**config.mk**
```make
export PLATFORM = sky130hd
export DESIGN_NAME = sdlc_txbuf_ctrl
export DESIGN_NICKNAME = d
export VERILOG_FILES = /design/src/rtl/txb_pkg.sv /design/src/rtl/txb_crc.sv /design/src/rtl/txb_buffer.sv /design/src/rtl/txb_seq.sv /design/src/rtl/sdlc_txbuf_ctrl.sv
export SDC_FILE = /design/constraint.sdc
export NUM_CORES = 1
export LEC_CHECK = 0
export ABC_AREA = 1
export CAP_MARGIN = 20
export CORE_ASPECT_RATIO = 1.75
export CORE_MARGIN = 5
export CORE_UTILIZATION = 55
export CTS_BUF_LIST = sky130_fd_sc_hd__clkbuf_2 sky130_fd_sc_hd__clkbuf_4 sky130_fd_sc_hd__clkbuf_8
export DETAILED_ROUTE_END_ITERATION = 6
export HOLD_SLACK_MARGIN = 0.1
export PLACE_DENSITY = 0.79
export SLEW_MARGIN = 20
export SYNTH_ARGS = -nofsm -noshare
export SYNTH_HDL_FRONTEND = slang
export SYNTH_HIERARCHICAL = 1
export SYNTH_SLANG_ARGS = --single-unit
```
**constraint.sdc**
```tcl
create_clock -name clk -period 1.7 [get_ports clk]
set_input_delay 0.17 -clock clk [delete_from_list [all_inputs] [get_ports clk]]
set_output_delay 0.17 -clock clk [all_outputs]
set_load 0.02 [all_outputs]
```
**src/rtl/txb_pkg.sv**
```systemverilog
package txb_pkg;

    typedef enum logic [2:0] {
        ST_OFF,
        ST_FLAG,
        ST_DATA,
        ST_FCS,
        ST_CLOSE
    } txb_state_e;

    localparam logic [7:0] FLAG_BYTE = 8'h7E;

    // length code to number of bits sent
    function automatic logic [3:0] char_bits(input logic [1:0] code);
        logic [3:0] n;
        case (code)
            2'b00:   n = 4'd5;
            2'b10:   n = 4'd6;
            2'b01:   n = 4'd7;
            default: n = 4'd8;
        endcase
        return n;
    endfunction

endpackage

```
**src/rtl/txb_crc.sv**
```systemverilog
module txb_crc #(
    parameter int          CW   = 16,
    parameter logic [CW-1:0] POLY = 16'h1021,
    parameter logic [CW-1:0] INIT = 16'hFFFF
) (
    input  logic          clk,
    input  logic          rst_n,
    input  logic          preset_i,
    input  logic          shift_i,
    input  logic          bit_i,
    output logic [CW-1:0] crc_upd_o
);

    typedef struct packed {
        logic [CW-1:0] crc;
    } crc_st_t;

    crc_st_t d, q;

    always_comb begin
        crc_upd_o = {q.crc[CW-2:0], 1'b0} ^ ((q.crc[CW-1] ^ bit_i) ? POLY : '0);
    end

    always_comb begin
        d = q;
        if (preset_i) begin
            d.crc = INIT;
        end else if (shift_i) begin
            d.crc = crc_upd_o;
        end
    end

    always_ff @(posedge clk or negedge rst_n) begin
        if (!rst_n) begin
            q.crc <= INIT;
        end else begin
            q <= d;
        end
    end

    a_r6_preset_value: assert property (@(posedge clk) disable iff (!rst_n)
        preset_i |=> (q.crc == INIT));

endmodule

```
**src/rtl/txb_buffer.sv**
```systemverilog
module txb_buffer #(
    parameter int DW = 8
) (
    input  logic          clk,
    input  logic          rst_n,
    input  logic          tx_en_i,
    input  logic          wait_mode_i,
    input  logic          wr_req_i,
    input  logic [DW-1:0] wr_data_i,
    input  logic          load_i,
    output logic          full_o,
    output logic [DW-1:0] data_o,
    output logic          wait_o,
    output logic          ready_o,
    output logic          irq_o
);

    typedef struct packed {
        logic          full;
        logic          armed;
        logic [DW-1:0] data;
    } buf_st_t;

    buf_st_t d, q;
    logic    accept;

    always_comb begin
        d      = q;
        accept = tx_en_i && wr_req_i && !q.full;
        if (!tx_en_i) begin
            d.full  = 1'b0;
            d.armed = 1'b0;
        end else begin
            if (load_i) begin
                d.full = 1'b0;
            end
            if (accept) begin
                d.full  = 1'b1;
                d.armed = 1'b1;
                d.data  = wr_data_i;
            end
        end
    end

    always_ff @(posedge clk or negedge rst_n) begin
        if (!rst_n) begin
            q <= '0;
        end else begin
            q <= d;
        end
    end

    assign full_o  = q.full;
    assign data_o  = q.data;
    assign wait_o  = tx_en_i && wait_mode_i && wr_req_i && q.full;
    assign ready_o = tx_en_i && !wait_mode_i && !q.full;
    assign irq_o   = tx_en_i && q.armed && !q.full;

    a_r10_disable_empties: assert property (@(posedge clk) disable iff (!rst_n)
        !tx_en_i |=> (!q.full && !irq_o));

    a_r2_quiet_on_enable: assert property (@(posedge clk) disable iff (!rst_n)
        $rose(tx_en_i) |-> !irq_o);

    a_r3_hold_while_full: assert property (@(posedge clk) disable iff (!rst_n)
        (tx_en_i && q.full && !load_i) |=> (q.full && $stable(q.data)));

endmodule

```
**src/rtl/txb_seq.sv**
```systemverilog
module txb_seq
    import txb_pkg::*;
#(
    parameter int DW = 8,
    parameter int CW = 16
) (
    input  logic          clk,
    input  logic          rst_n,
    input  logic          tx_en_i,
    input  logic          crc_en_i,
    input  logic [1:0]    char_len_i,
    input  logic          bit_tick_i,
    input  logic          eom_clr_i,
    input  logic          full_i,
    input  logic [DW-1:0] data_i,
    input  logic [CW-1:0] crc_upd_i,
    output logic          load_o,
    output logic          crc_preset_o,
    output logic          crc_shift_o,
    output logic          crc_bit_o,
    output logic          txd_o,
    output logic          eom_o
);

    localparam int SW    = CW;
    localparam int CNT_W = $clog2(SW + 1);

    typedef struct packed {
        txb_state_e       state;
        logic [SW-1:0]    sr;
        logic [CNT_W-1:0] cnt;
        logic             eom;
    } seq_st_t;

    seq_st_t d, q;

    logic             last;
    logic [SW-1:0]    flag_word;
    logic [SW-1:0]    char_word;
    logic [SW-1:0]    fcs_word;
    logic [CW-1:0]    crc_inv;
    logic [CNT_W-1:0] char_cnt;
    txb_state_e       st_q;

    assign crc_inv   = ~crc_upd_i;
    assign flag_word = {{(SW-8){1'b0}}, FLAG_BYTE};
    assign char_word = {{(SW-DW){1'b0}}, data_i};
    assign char_cnt  = CNT_W'(char_bits(char_len_i));
    assign st_q      = q.state;

    // FCS leaves top bit first; shifter sends bit 0 first, so reverse
    for (genvar gi = 0; gi < CW; gi++) begin : g_rev
        assign fcs_word[gi] = crc_inv[CW-1-gi];
    end

    always_comb begin
        d            = q;
        load_o       = 1'b0;
        crc_preset_o = 1'b0;
        crc_shift_o  = 1'b0;
        crc_bit_o    = q.sr[0];
        last         = (q.cnt == CNT_W'(1));
        if (eom_clr_i) begin
            d.eom = 1'b0;
        end
        if (!tx_en_i) begin
            d.state = ST_OFF;
            d.sr    = '0;
            d.cnt   = '0;
        end else if (q.state == ST_OFF) begin
            d.state = ST_FLAG;
            d.sr    = flag_word;
            d.cnt   = CNT_W'(8);
        end else if (bit_tick_i) begin
            crc_shift_o = (q.state == ST_DATA) && crc_en_i;
            if (!last) begin
                d.sr  = q.sr >> 1;
                d.cnt = q.cnt - CNT_W'(1);
            end else begin
                case (q.state)
                    ST_DATA: begin
                        if (full_i) begin
                            load_o = 1'b1;
                            d.sr   = char_word;
                            d.cnt  = char_cnt;
                        end else if (crc_en_i) begin
                            d.state = ST_FCS;
                            d.sr    = fcs_word;
                            d.cnt   = CNT_W'(CW);
                        end else begin
                            d.state = ST_CLOSE;
                            d.sr    = flag_word;
                            d.cnt   = CNT_W'(8);
                        end
                    end
                    ST_FCS: begin
                        d.state = ST_CLOSE;
                        d.sr    = flag_word;
                        d.cnt   = CNT_W'(8);
                    end
                    default: begin
                        if (q.state == ST_CLOSE) begin
                            d.eom = 1'b1;
                        end
                        if (full_i) begin
                            load_o       = 1'b1;
                            crc_preset_o = 1'b1;
                            d.state      = ST_DATA;
                            d.sr         = char_word;
                            d.cnt        = char_cnt;
                        end else begin
                            d.state = ST_FLAG;
                            d.sr    = flag_word;
                            d.cnt   = CNT_W'(8);
                        end
                    end
                endcase
            end
        end
    end

    always_ff @(posedge clk or negedge rst_n) begin
        if (!rst_n) begin
            q.state <= ST_OFF;
            q.sr    <= '0;
            q.cnt   <= '0;
            q.eom   <= 1'b0;
        end else begin
            q <= d;
        end
    end

    assign txd_o = (q.state == ST_OFF) ? 1'b1 : q.sr[0];
    assign eom_o = q.eom;

    a_r5_load_needs_full: assert property (@(posedge clk) disable iff (!rst_n)
        load_o |-> full_i);

    a_r6_fcs_to_close: assert property (@(posedge clk) disable iff (!rst_n)
        (st_q == ST_FCS && tx_en_i && bit_tick_i && last) |=> (st_q == ST_CLOSE));

    a_r9_eom_after_close: assert property (@(posedge clk) disable iff (!rst_n)
        $rose(eom_o) |-> ($past(st_q) == ST_CLOSE));

    a_r8_mark_when_off: assert property (@(posedge clk) disable iff (!rst_n)
        !tx_en_i |=> (st_q == ST_OFF && txd_o));

endmodule

```
**src/rtl/sdlc_txbuf_ctrl.sv**
```systemverilog
module sdlc_txbuf_ctrl #(
    parameter int              DATA_W   = 8,
    parameter int              CRC_W    = 16,
    parameter logic [CRC_W-1:0] CRC_POLY = 16'h1021,
    parameter logic [CRC_W-1:0] CRC_INIT = 16'hFFFF
) (
    input  logic              clk,
    input  logic              rst_n,
    input  logic              tx_en,
    input  logic              crc_en,
    input  logic [1:0]        char_len,
    input  logic              wait_mode,
    input  logic              bit_tick,
    input  logic              wr_req,
    input  logic [DATA_W-1:0] wr_data,
    input  logic              eom_clr,
    output logic              cpu_wait,
    output logic              dma_ready,
    output logic              tbe_irq,
    output logic              txd,
    output logic              eom_flag
);

    logic              buf_full;
    logic [DATA_W-1:0] buf_data;
    logic              load;
    logic              crc_preset;
    logic              crc_shift;
    logic              crc_bit;
    logic [CRC_W-1:0]  crc_upd;

    txb_buffer #(.DW(DATA_W)) u_buf (
        .clk        (clk),
        .rst_n      (rst_n),
        .tx_en_i    (tx_en),
        .wait_mode_i(wait_mode),
        .wr_req_i   (wr_req),
        .wr_data_i  (wr_data),
        .load_i     (load),
        .full_o     (buf_full),
        .data_o     (buf_data),
        .wait_o     (cpu_wait),
        .ready_o    (dma_ready),
        .irq_o      (tbe_irq)
    );

    txb_crc #(.CW(CRC_W), .POLY(CRC_POLY), .INIT(CRC_INIT)) u_crc (
        .clk      (clk),
        .rst_n    (rst_n),
        .preset_i (crc_preset),
        .shift_i  (crc_shift),
        .bit_i    (crc_bit),
        .crc_upd_o(crc_upd)
    );

    txb_seq #(.DW(DATA_W), .CW(CRC_W)) u_seq (
        .clk         (clk),
        .rst_n       (rst_n),
        .tx_en_i     (tx_en),
        .crc_en_i    (crc_en),
        .char_len_i  (char_len),
        .bit_tick_i  (bit_tick),
        .eom_clr_i   (eom_clr),
        .full_i      (buf_full),
        .data_i      (buf_data),
        .crc_upd_i   (crc_upd),
        .load_o      (load),
        .crc_preset_o(crc_preset),
        .crc_shift_o (crc_shift),
        .crc_bit_o   (crc_bit),
        .txd_o       (txd),
        .eom_o       (eom_flag)
    );

endmodule

```
### Word-level counts from Yosys, hierarchy flattened

Index checks and enable logic that the tools add are counted.

* muxes and demuxes: 38
* add/subtract/negate cells: 1
* bitwise logic cells: 3
* equal/unequal tests: 11
* reductions and logical operators: 18

Operator list (number)
* $mux W24: 3
* $pmux W24 S2: 1
* $mux W21: 2
* $mux W16: 2
* $mux W25: 1
* $mux W23: 1
* $mux W1: 22
* $not A16 Y16: 1
* $xor A16 B16 Y16: 1
* $mux W13: 1
* $pmux W4 S3: 1
* $logic_and A1 B1 Y1: 10
* $mux W10: 1
* $ne A3 B1 Y1 const B: 3
* $eq A3 B2 Y1 const B: 2
* $mux W3: 2
* $eq A5 B1 Y1 const B: 1
* $sub A5 B1 Y5 const B: 1
* $ne A4 B4 Y1 const B: 1
* $eq A3 B3 Y1 const B: 1
* $logic_not A3 Y1: 1
* $reduce_and A3 Y1: 1
* $eq A2 B1 Y1 const B: 1
* $eq A2 B2 Y1 const B: 1
* 8 further kinds: 9

* bits in registers: 51
* bits of input ports: 18

### Logic depth before layout (Yosys ltp)

Gate-level depths: netlist of the first run.

* depth after elaboration: 11
* mapped depth: 11
* mapped depth without buffers: 11

### Cells and area by module

Netlist of the first run, hierarchy kept.

Modules (own cells, without submodules)
* txb_seq: area an instance 1664.1 µm², cells an instance 253, sequential area each 625.6 µm², instances 1
* txb_crc: area an instance 858.3 µm², cells an instance 83, sequential area each 420.4 µm², instances 1
* txb_buffer: area an instance 505.5 µm², cells an instance 55, sequential area each 250.2 µm², instances 1

### Worst setup path after synthesis of the first run

OpenSTA, ideal clock, no wires.

* path kind: reg-to-reg
* start point: reg u_seq/q[2] in the netlist's numbering
* end point: reg u_crc/q[1] in the netlist's numbering
* arrival: 1.631 ns
* data required time: 1.624 ns
* path slack: -0.007 ns
* path buffers: 1
* setup time: 0.076 ns
* stages on the path, launching flop included: 10
* path through: dfrtp_1 > inv_1 > ha_1 > nand3_1 > inv_2 > nand2_2 > nor2_1 > nor2_2 > buf_6 > a22oi_2

* word-level cells in the longest chain between the ends: 6
* elaborated cells on any way between the ends: 7
* those cells by class: eq/ne (1); mux (5); reduce/logical (1)

RTL lines
* start: declaration: RTL line txb_seq.sv:35 `seq_st_t d, q;`
* $eq A5 B1 Y1 (*): RTL line txb_seq.sv:62 `last = (q.cnt == CNT_W'(1));`
* $mux W1 (*): RTL line txb_seq.sv:76 `if (!last) begin`
* $mux W1 (*): RTL line txb_seq.sv:74 `end else if (bit_tick_i) begin`
* $mux W1 (*): RTL line txb_seq.sv:70 `end else if (q.state == ST_OFF) begin`
* $mux W1 (*): RTL line txb_seq.sv:66 `if (!tx_en_i) begin`
* net crc_preset: RTL line sdlc_txbuf_ctrl.sv:27 `logic crc_preset;`
* $mux W16 or $reduce_bool A2 Y1 (tied branches)
* end: declaration: RTL line txb_crc.sv:18 `crc_st_t d, q;`

Mark *: on every way through the listed nets, which the timed path passes. The rest lies on a longest branch.
A chain may end at the register's enable or synchronous reset.

### Final worst setup path of the first run

* start point: reg u_seq.q (netlist bit u_seq/st_q[1])
* end point: reg u_seq/q[13] in the netlist's numbering

* word-level cells in the longest chain between the ends: 6
* elaborated cells on any way between the ends: 9
* those cells by class: eq/ne (3); mux (5); reduce/logical (1)

RTL lines
* $eq A3 B2 Y1: RTL line txb_seq.sv:80 `case (q.state)`
* $pmux W24 S2: RTL line txb_seq.sv:80
* $mux W21: RTL line txb_seq.sv:76
* $mux W25: RTL line txb_seq.sv:74
* $mux W24: RTL line txb_seq.sv:70
* $mux W24: RTL line txb_seq.sv:66

Several ways; a longest one is shown, not always the timed one. The select of a mux whose other input is x is not followed.

==> impl_metrics.py, run 1 <==
metrics = {
    "placed_design": {
        "dpl_cell_area_mm2": 0.00336,
        "dp_cells": 488,
        "gp_congestion": 0.850,
        "portBuffers": 22,
        "dp_slack_ps": -236,
        "hpwl_um": 4980,
    },
    "worst_setup_path": {
        "reg2reg_depth": 10,
        "critPathMaxFanout": 10,
        "endpoint": "u_seq/q[13]$_DFFE_PN0P_",
        "cp-startpoint": "u_seq/st_q[1]$_DFFE_PN0P_",
        "r2r-start": "u_seq/st_q[1]$_DFFE_PN0P_",
        "cp.arrival_ps": 1810,
        "crit_required_ps": 1890,
        "rr_endpoint": "u_seq/q[13]$_DFFE_PN0P_",
        "cp-start-kind": "flip-flop",
        "ff2ff_setup_slack_ps": 80,
        "crit_type": "reg -> reg",
        "cp-end-kind": "flip-flop",
    },
    "detailed_routing": {
        "viasPerCell": 5.21,
        "vias": 2600,
        "wl_per_cell_um": 13.1,
        "routed_wl_um": 6530,
        "ant_nets": 0,
        "dr.pass1.iters": 4,
        "route.detailed.drc": 0,
        "drtIter0Drc": 129,
    },
    "power": {
        "switching_share_pct": 30.4,
        "max-vdd-ir-drop_mv": 0.670,
        "p_leak_nw": 1.78,
        "p_total_mw": 2.78,
        "p_seq_share_pct": 50.4,
        "p_comb_share_pct": 23.9,
        "power.clock.fraction_pct": 25.7,
        "p_int_mw": 1.94,
        "pwr_density_cell_mw_per_mm2": 791,
        "p_switching_mw": 0.845,
    },
    "sta": {
        "drv_slew": 0,
        "setup_viol": 0,
        "worst_slack_ps": 82.7,
        "slew-limit-headroom_pct": 76.4,
        "min_period_ps": 1620,
        "hold_slack_ps": 376,
        "worst_pin_slew_ps": 352,
        "rsz0062_at_grt": "no",
        "fmax_mhz": 618,
        "finClkSkew_ps": 6.72,
        "timing.final.crit_share_pct": 95.1,
        "hold_violations": 0,
    },
    "floorplan": {
        "dieArea_mm2": 0.00715,
        "dieWidth_um": 66.1,
        "fp.dieH_um": 108,
        "rows": 35,
        "coreArea_mm2": 0.00530,
        "io_pins": 23,
        "start_util_pct": 57.1,
    },
    "job": {
        "drv_cap": 0,
    },
    "synth": {
        "synth_area_mm2": 0.00303,
        "synth-seq-cells": 51,
        "synth_nets": 414,
        "postSynthAreaPerCell_um2": 7.74,
        "synth.top_cell.area_share_pct": 28.9,
        "synthCells": 391,
        "synth_cell_types": 30,
        "synth_area_leaders": "dfrtp_1 (29%), nand2_1 (16%), dfstp_2 (14%)",
        "yosys.area.top_type": "dfrtp_1",
        "synth-seq-area-share_pct": 42.8,
        "yosysWarnings": 6,
    },
    "global_route": {
        "antenna_found_initial": 0,
        "grt_overflow_total": 0,
        "grt_max_degree": 52,
        "grt_pass1_wl_um": 11400,
        "grt_pass1_vias": 2640,
        "grt_usage_pct": 20.3,
    },
    "status": {
        "outcome": "complete, no violations",
    },
    "clocking": {
        "clock-sinks": 51,
        "clk_pin_slew_worst_paths_ps": 90,
        "clkLatencyLatePin_ps": 300,
        "htree_levels": 2,
        "cts_tree": "yes",
        "root_buffer": "clkbuf_8",
        "clk_path_buf_depth": 2,
        "numCtsBuffers": 5,
    },
    "layout": {
        "post-route-cell-area_mm2": 0.00352,
        "nets": 447,
        "layout-drive-gt1-share_pct": 24.9,
        "finalNonFillerCells": 499,
        "area_growth_pct": 16.1,
        "diodes": 0,
    },
    "worst_hold_path": {
        "hp-class": "in -> async",
    },
}
[worst min-delay path by stage]
stage	from	end	slack, ps	depth (start not counted)
floorplan	rst_n	u_buf/data_o[0]$_DFFE_PN0P_	-130	0
global placement	rst_n	u_seq/q[19]$_DFFE_PN0P_	180	2
detailed placement	rst_n	u_seq/q[19]$_DFFE_PN0P_	180	2
CTS	rst_n	u_seq/q[19]$_DFFE_PN0P_	390	3
global route	rst_n	u_seq/q[19]$_DFFE_PN0P_	390	3
finish	rst_n	u_seq/q[19]$_DFFE_PN0P_	380	3
[synthesized netlist by cell type]
library cell    n
a22oi_2         9
o211ai_1        2
a22oi_1         3
nor3_1          4
a21oi_2         2
nand3_1        25
dfrtp_1        35
nand2_1       132
nand2_4         1
or2_2           7
dfstp_2        16
nand3_4         1
inv_1          36
o21ai_0         8
buf_6           5
o21ai_2         1
nor2_1         37
nand2_2         2
nor2_4          2
buf_2           4
xor2_1          2
nor2_2          5
buf_4          22
a21oi_1         5
o21ai_1         2
nor3_2          2
and2_1          2
nand4_1         8
ha_1            5
inv_2           6
[registers in the layout, indices dropped and copies added (netlist names)]
| register | flops |
|---|---|
| u_buf/data_o | 8 |
| u_buf/full_o | 1 |
| u_buf/q | 1 |
| u_crc/q | 16 |
| u_seq/crc_bit_o | 1 |
| u_seq/eom_o | 1 |
| u_seq/q | 20 |
| u_seq/st_q | 3 |
[what timing repair did]
| action | in CTS | in global routing |
|---|---|---|
| hold endpoints to repair | 35 | 0 |
| gates resized for setup | 9 | 9 |
| hold buffers | 1 | 0 |
| endpoints found under the setup margin | 18 | 21 |
| pin swaps | 0 | 2 |
| setup buffers | 0 | 2 |
[cell families (layout without fill, tap and decap cells)]
group                    after synthesis  in the layout  share of synthesized area (%)
flip-flops                            51             51                           42.8
buffers and inverters                 73            107                           13.2
XOR/XNOR                               2              2                          0.579
adder cells (fa/ha/maj)                5              5                           2.07
AND/OR/NAND/NOR                      228            228                           33.1
AO/OA/AOI/OAI                         32             32                           8.31
[cell type report]
cell class / count / area [um^2]
multi-input combinational: 267 / 1360
inverter: 42 / 158
timing repair buffer: 57 / 513
clock inverter: 1 / 7.51
clock buffer: 7 / 83.8
sequential: 51 / 1300
fill: 438 / 1780
tap: 74 / 92.6
[power by group through the flow]
stage	logic, mW	registers (mW)	clock network (mW)
floorplan	0.465	1.40	0
global placement	0.642	1.41	0
detailed placement	0.660	1.42	0
CTS	0.662	1.40	0.731
global route	0.749	1.41	0.781
finish	0.665	1.40	0.715
[worst max-delay path, stage by stage, from the launching register on]
cell	delay, ps
dfrtp_1	400
buf_4	140
buf_4	120
nand2_1	70
nor2_2	50
buf_4	160
nand2_1	90
buf_6	150
nor2_1	60
o21ai_0	190
nand2_1	80
[stage by stage]
| stage | util, % | TNS, ps |
|---|---|---|
| final | 66.4 | 0 |
| after global routing | 66.4 | 0 |
| after CTS | 65.5 | 0 |
| after detailed placement | 63.4 | -2760 |
| after global placement | 63.4 | -2490 |
| after floorplan | - | 0 |
[layer usage]
metal | wire length (um) | vias to the layer above | global-route usage (%)
met4 | 222 | 0 | 8.87
met5 | 0 | - | 0
met2 | 3640 | 73 | 38.0
li1 | - | 1277 | -
met3 | 239 | 20 | 2.91
met1 | 2430 | 1230 | 21.9
[layout by cell type (no fill, tap or decap), types with 2 or more instances in the layout]
| cell | n |
|---|---|
| o211ai_1 | 2 |
| nand2_1 | 131 |
| clkbuf_8 | 5 |
| inv_1 | 35 |
| nor2_2 | 5 |
| a22oi_1 | 3 |
| o21ai_1 | 3 |
| clkdlybuf4s50_1 | 17 |
| dfstp_2 | 16 |
| a21oi_2 | 2 |
| a21oi_1 | 5 |
| nor2_4 | 5 |
| clkbuf_4 | 2 |
| nor3_1 | 4 |
| dlygate4sd2_1 | 3 |
| or2_2 | 7 |
| nand3_1 | 24 |
| dfrtp_2 | 2 |
| and2_1 | 2 |
| nand2_2 | 3 |
| buf_4 | 30 |
| nand4_1 | 8 |
| a22oi_2 | 9 |
| buf_12 | 3 |
| nor3_2 | 2 |
| xor2_1 | 2 |
| ha_1 | 5 |
| dfrtp_1 | 33 |
| o21ai_0 | 7 |
| nor2_1 | 34 |
| inv_2 | 7 |
Note: power is estimated with default switching activity, not from simulation.
==> run 2: changes to the inputs <==
- GPL_TIMING_DRIVEN: default -> 0
- TNS_END_PERCENT: default -> 100
==> impl_metrics.py, run 2 (same netlist as run 1, synthesis figures left out) <==
metrics = {
    "floorplan": {
        "rows": 35,
        "start_util_pct": 57.1,
        "coreArea_mm2": 0.00530,
        "fp.dieH_um": 108,
        "io_pins": 23,
        "dieWidth_um": 66.1,
        "dieArea_mm2": 0.00715,
    },
    "layout": {
        "finalNonFillerCells": 507,
        "diodes": 0,
        "top_register": "u_seq/q",
        "final_cell_mix": "nand2_1 (132), buf_4 (35), dfrtp_1 (34), inv_1 (33), nor2_1 (32)",
        "area_growth_pct": 20.5,
        "nets": 455,
        "layout-drive-gt1-share_pct": 27.7,
        "largest_register_ffs": 20,
        "final_common_cell": "nand2_1",
    },
    "global_route": {
        "grt_usage_pct": 19.9,
        "grt_max_degree": 52,
        "grt_pass1_wl_um": 11000,
        "grt_overflow_total": 0,
        "grt_pass1_vias": 2502,
        "antenna_found_initial": 0,
    },
    "sta": {
        "worst_pin_slew_ps": 630,
        "timing.final.crit_share_pct": 97.3,
        "fin_setup_tns_ps": 0,
        "hold_violations": 0,
        "finClkSkew_ps": 3.37,
        "drv_slew": 0,
        "slew-limit-headroom_pct": 58.0,
        "min_period_ps": 1650,
        "fmax_mhz": 605,
        "setup_viol": 0,
    },
    "clocking": {
        "clock-sinks": 51,
        "clkLatencyLatePin_ps": 300,
        "numCtsBuffers": 5,
        "clk_pin_slew_worst_paths_ps": 90,
        "root_buffer": "clkbuf_8",
        "clk_path_buf_depth": 2,
        "cts_tree": "yes",
        "htree_levels": 2,
    },
    "worst_hold_path": {
        "worstHoldPathCells": 3,
        "min_to": "u_buf/data_o[0]$_DFFE_PN0P_",
        "hp-class": "in -> reg",
        "hp-start": "wr_req",
    },
    "placed_design": {
        "gp_congestion": 0.914,
        "portBuffers": 21,
        "dp_cells": 486,
        "hpwl_um": 4770,
    },
    "worst_setup_path": {
        "crit_required_ps": 1930,
        "critPathMaxFanout": 4,
        "reg2reg_depth": 7,
        "rr_endpoint": "u_crc/q[6]$_DFFE_PN1P_",
        "crit_type": "reg -> reg",
        "r2r-start": "u_seq/st_q[1]$_DFFE_PN0P_",
        "ff2ff_setup_slack_ps": 50,
        "cp.arrival_ps": 1880,
        "cp-start-kind": "flip-flop",
        "cp-end-kind": "flip-flop",
    },
    "power": {
        "max-vdd-ir-drop_mv": 0.590,
        "pwr_density_cell_mw_per_mm2": 819,
        "p_total_mw": 2.99,
        "p_leak_nw": 1.85,
    },
    "detailed_routing": {
        "vias": 2568,
        "wl_per_cell_um": 13.0,
        "ant_nets": 0,
        "routed_wl_um": 6600,
        "viasPerCell": 5.07,
        "drtIter0Drc": 114,
        "dr.pass1.iters": 4,
        "route.detailed.drc": 0,
    },
    "status": {
        "outcome": "complete, no violations",
    },
    "job": {
        "drv_cap": 0,
    },
}
run 2: cell types whose count changed in the layout (fill, tap and decap cells not counted), moves of 3 or more:
cell	before	now
buf_4	30	35
buf_6	1	5
nor2_4	5	9
buf_12	3	0
nand2_2	3	0
run 2: critical path, cell delays in order (launching register included):
cell and delay, ps:
dfrtp_1 410, buf_4 140, inv_1 70, o21ai_1 350
nor2_4 130, buf_4 170, nor3_2 250, a21oi_2 50
run 2: how the worst max path moves through the flow:
stage,startpoint,slack (ps),cells after the start,endpoint
global placement,rst_n,-1000,1,u_seq/q[10]$_DFFE_PN0P_
detailed placement,tx_en,-610,10,u_crc/q[15]$_DFFE_PN1P_
floorplan,u_seq/st_q[0]$_DFFE_PN0P_,80,9,u_crc/q[15]$_DFFE_PN1P_
CTS,u_seq/st_q[1]$_DFFE_PN0P_,10,5,txd
global route,u_seq/st_q[0]$_DFFE_PN0P_,-20,10,u_crc/q[15]$_DFFE_PN1P_
finish,u_seq/st_q[1]$_DFFE_PN0P_,50,7,u_crc/q[6]$_DFFE_PN1P_
run 2: power breakdown:
group          switching, mW  leakage (nW)  internal [mW]
registers             0.0845         0.626           1.33
logic                  0.394          1.17          0.331
clock network          0.377        0.0593          0.473
total                  0.855          1.85           2.13
run 2: what timing repair did:
item | CTS | global route
endpoints found under the hold margin | 35 | 0
resized for setup | 20 | 20
setup endpoints to repair | 21 | 31
pin swaps | 2 | 4
hold buffers | 1 | 0
setup buffers | 4 | 8
run 2: final cells by class:
class / instances / area (um^2)
Clock inverter: 1 / 30.0
Buffer: 31 / 258
Inverter: 42 / 160
Fill cell: 422 / 1650
Clock buffer: 7 / 83.8
Multi-Input combinational cell: 267 / 1430
Sequential cell: 51 / 1300
Tap cell: 74 / 92.6
Timing Repair Buffer: 34 / 302
run 2: metal layers:
| metal | up-vias | GRT usage (%) | part of all wire, % |
|---|---|---|---|
| met4 | 0 | 9.88 | 2.5 |
| met2 | 60 | 37.9 | 57 |
| met3 | 14 | 2.49 | 3.2 |
| met5 | - | 0 | 0 |
| li1 | 1295 | - | - |
| met1 | 1199 | 20.6 | 38 |
run 2: metrics by stage:
step	hold WS [ps]	cell area [um^2]	util [%]	setup slack [ps]
after floorplan	-126	3030	-	77.9
after CTS	217	3530	66.5	13.0
after global placement	456	3330	62.9	-1000
after global routing	221	3650	68.9	-17.6
final	225	3650	68.9	46.0
after detailed placement	236	3330	62.9	-608
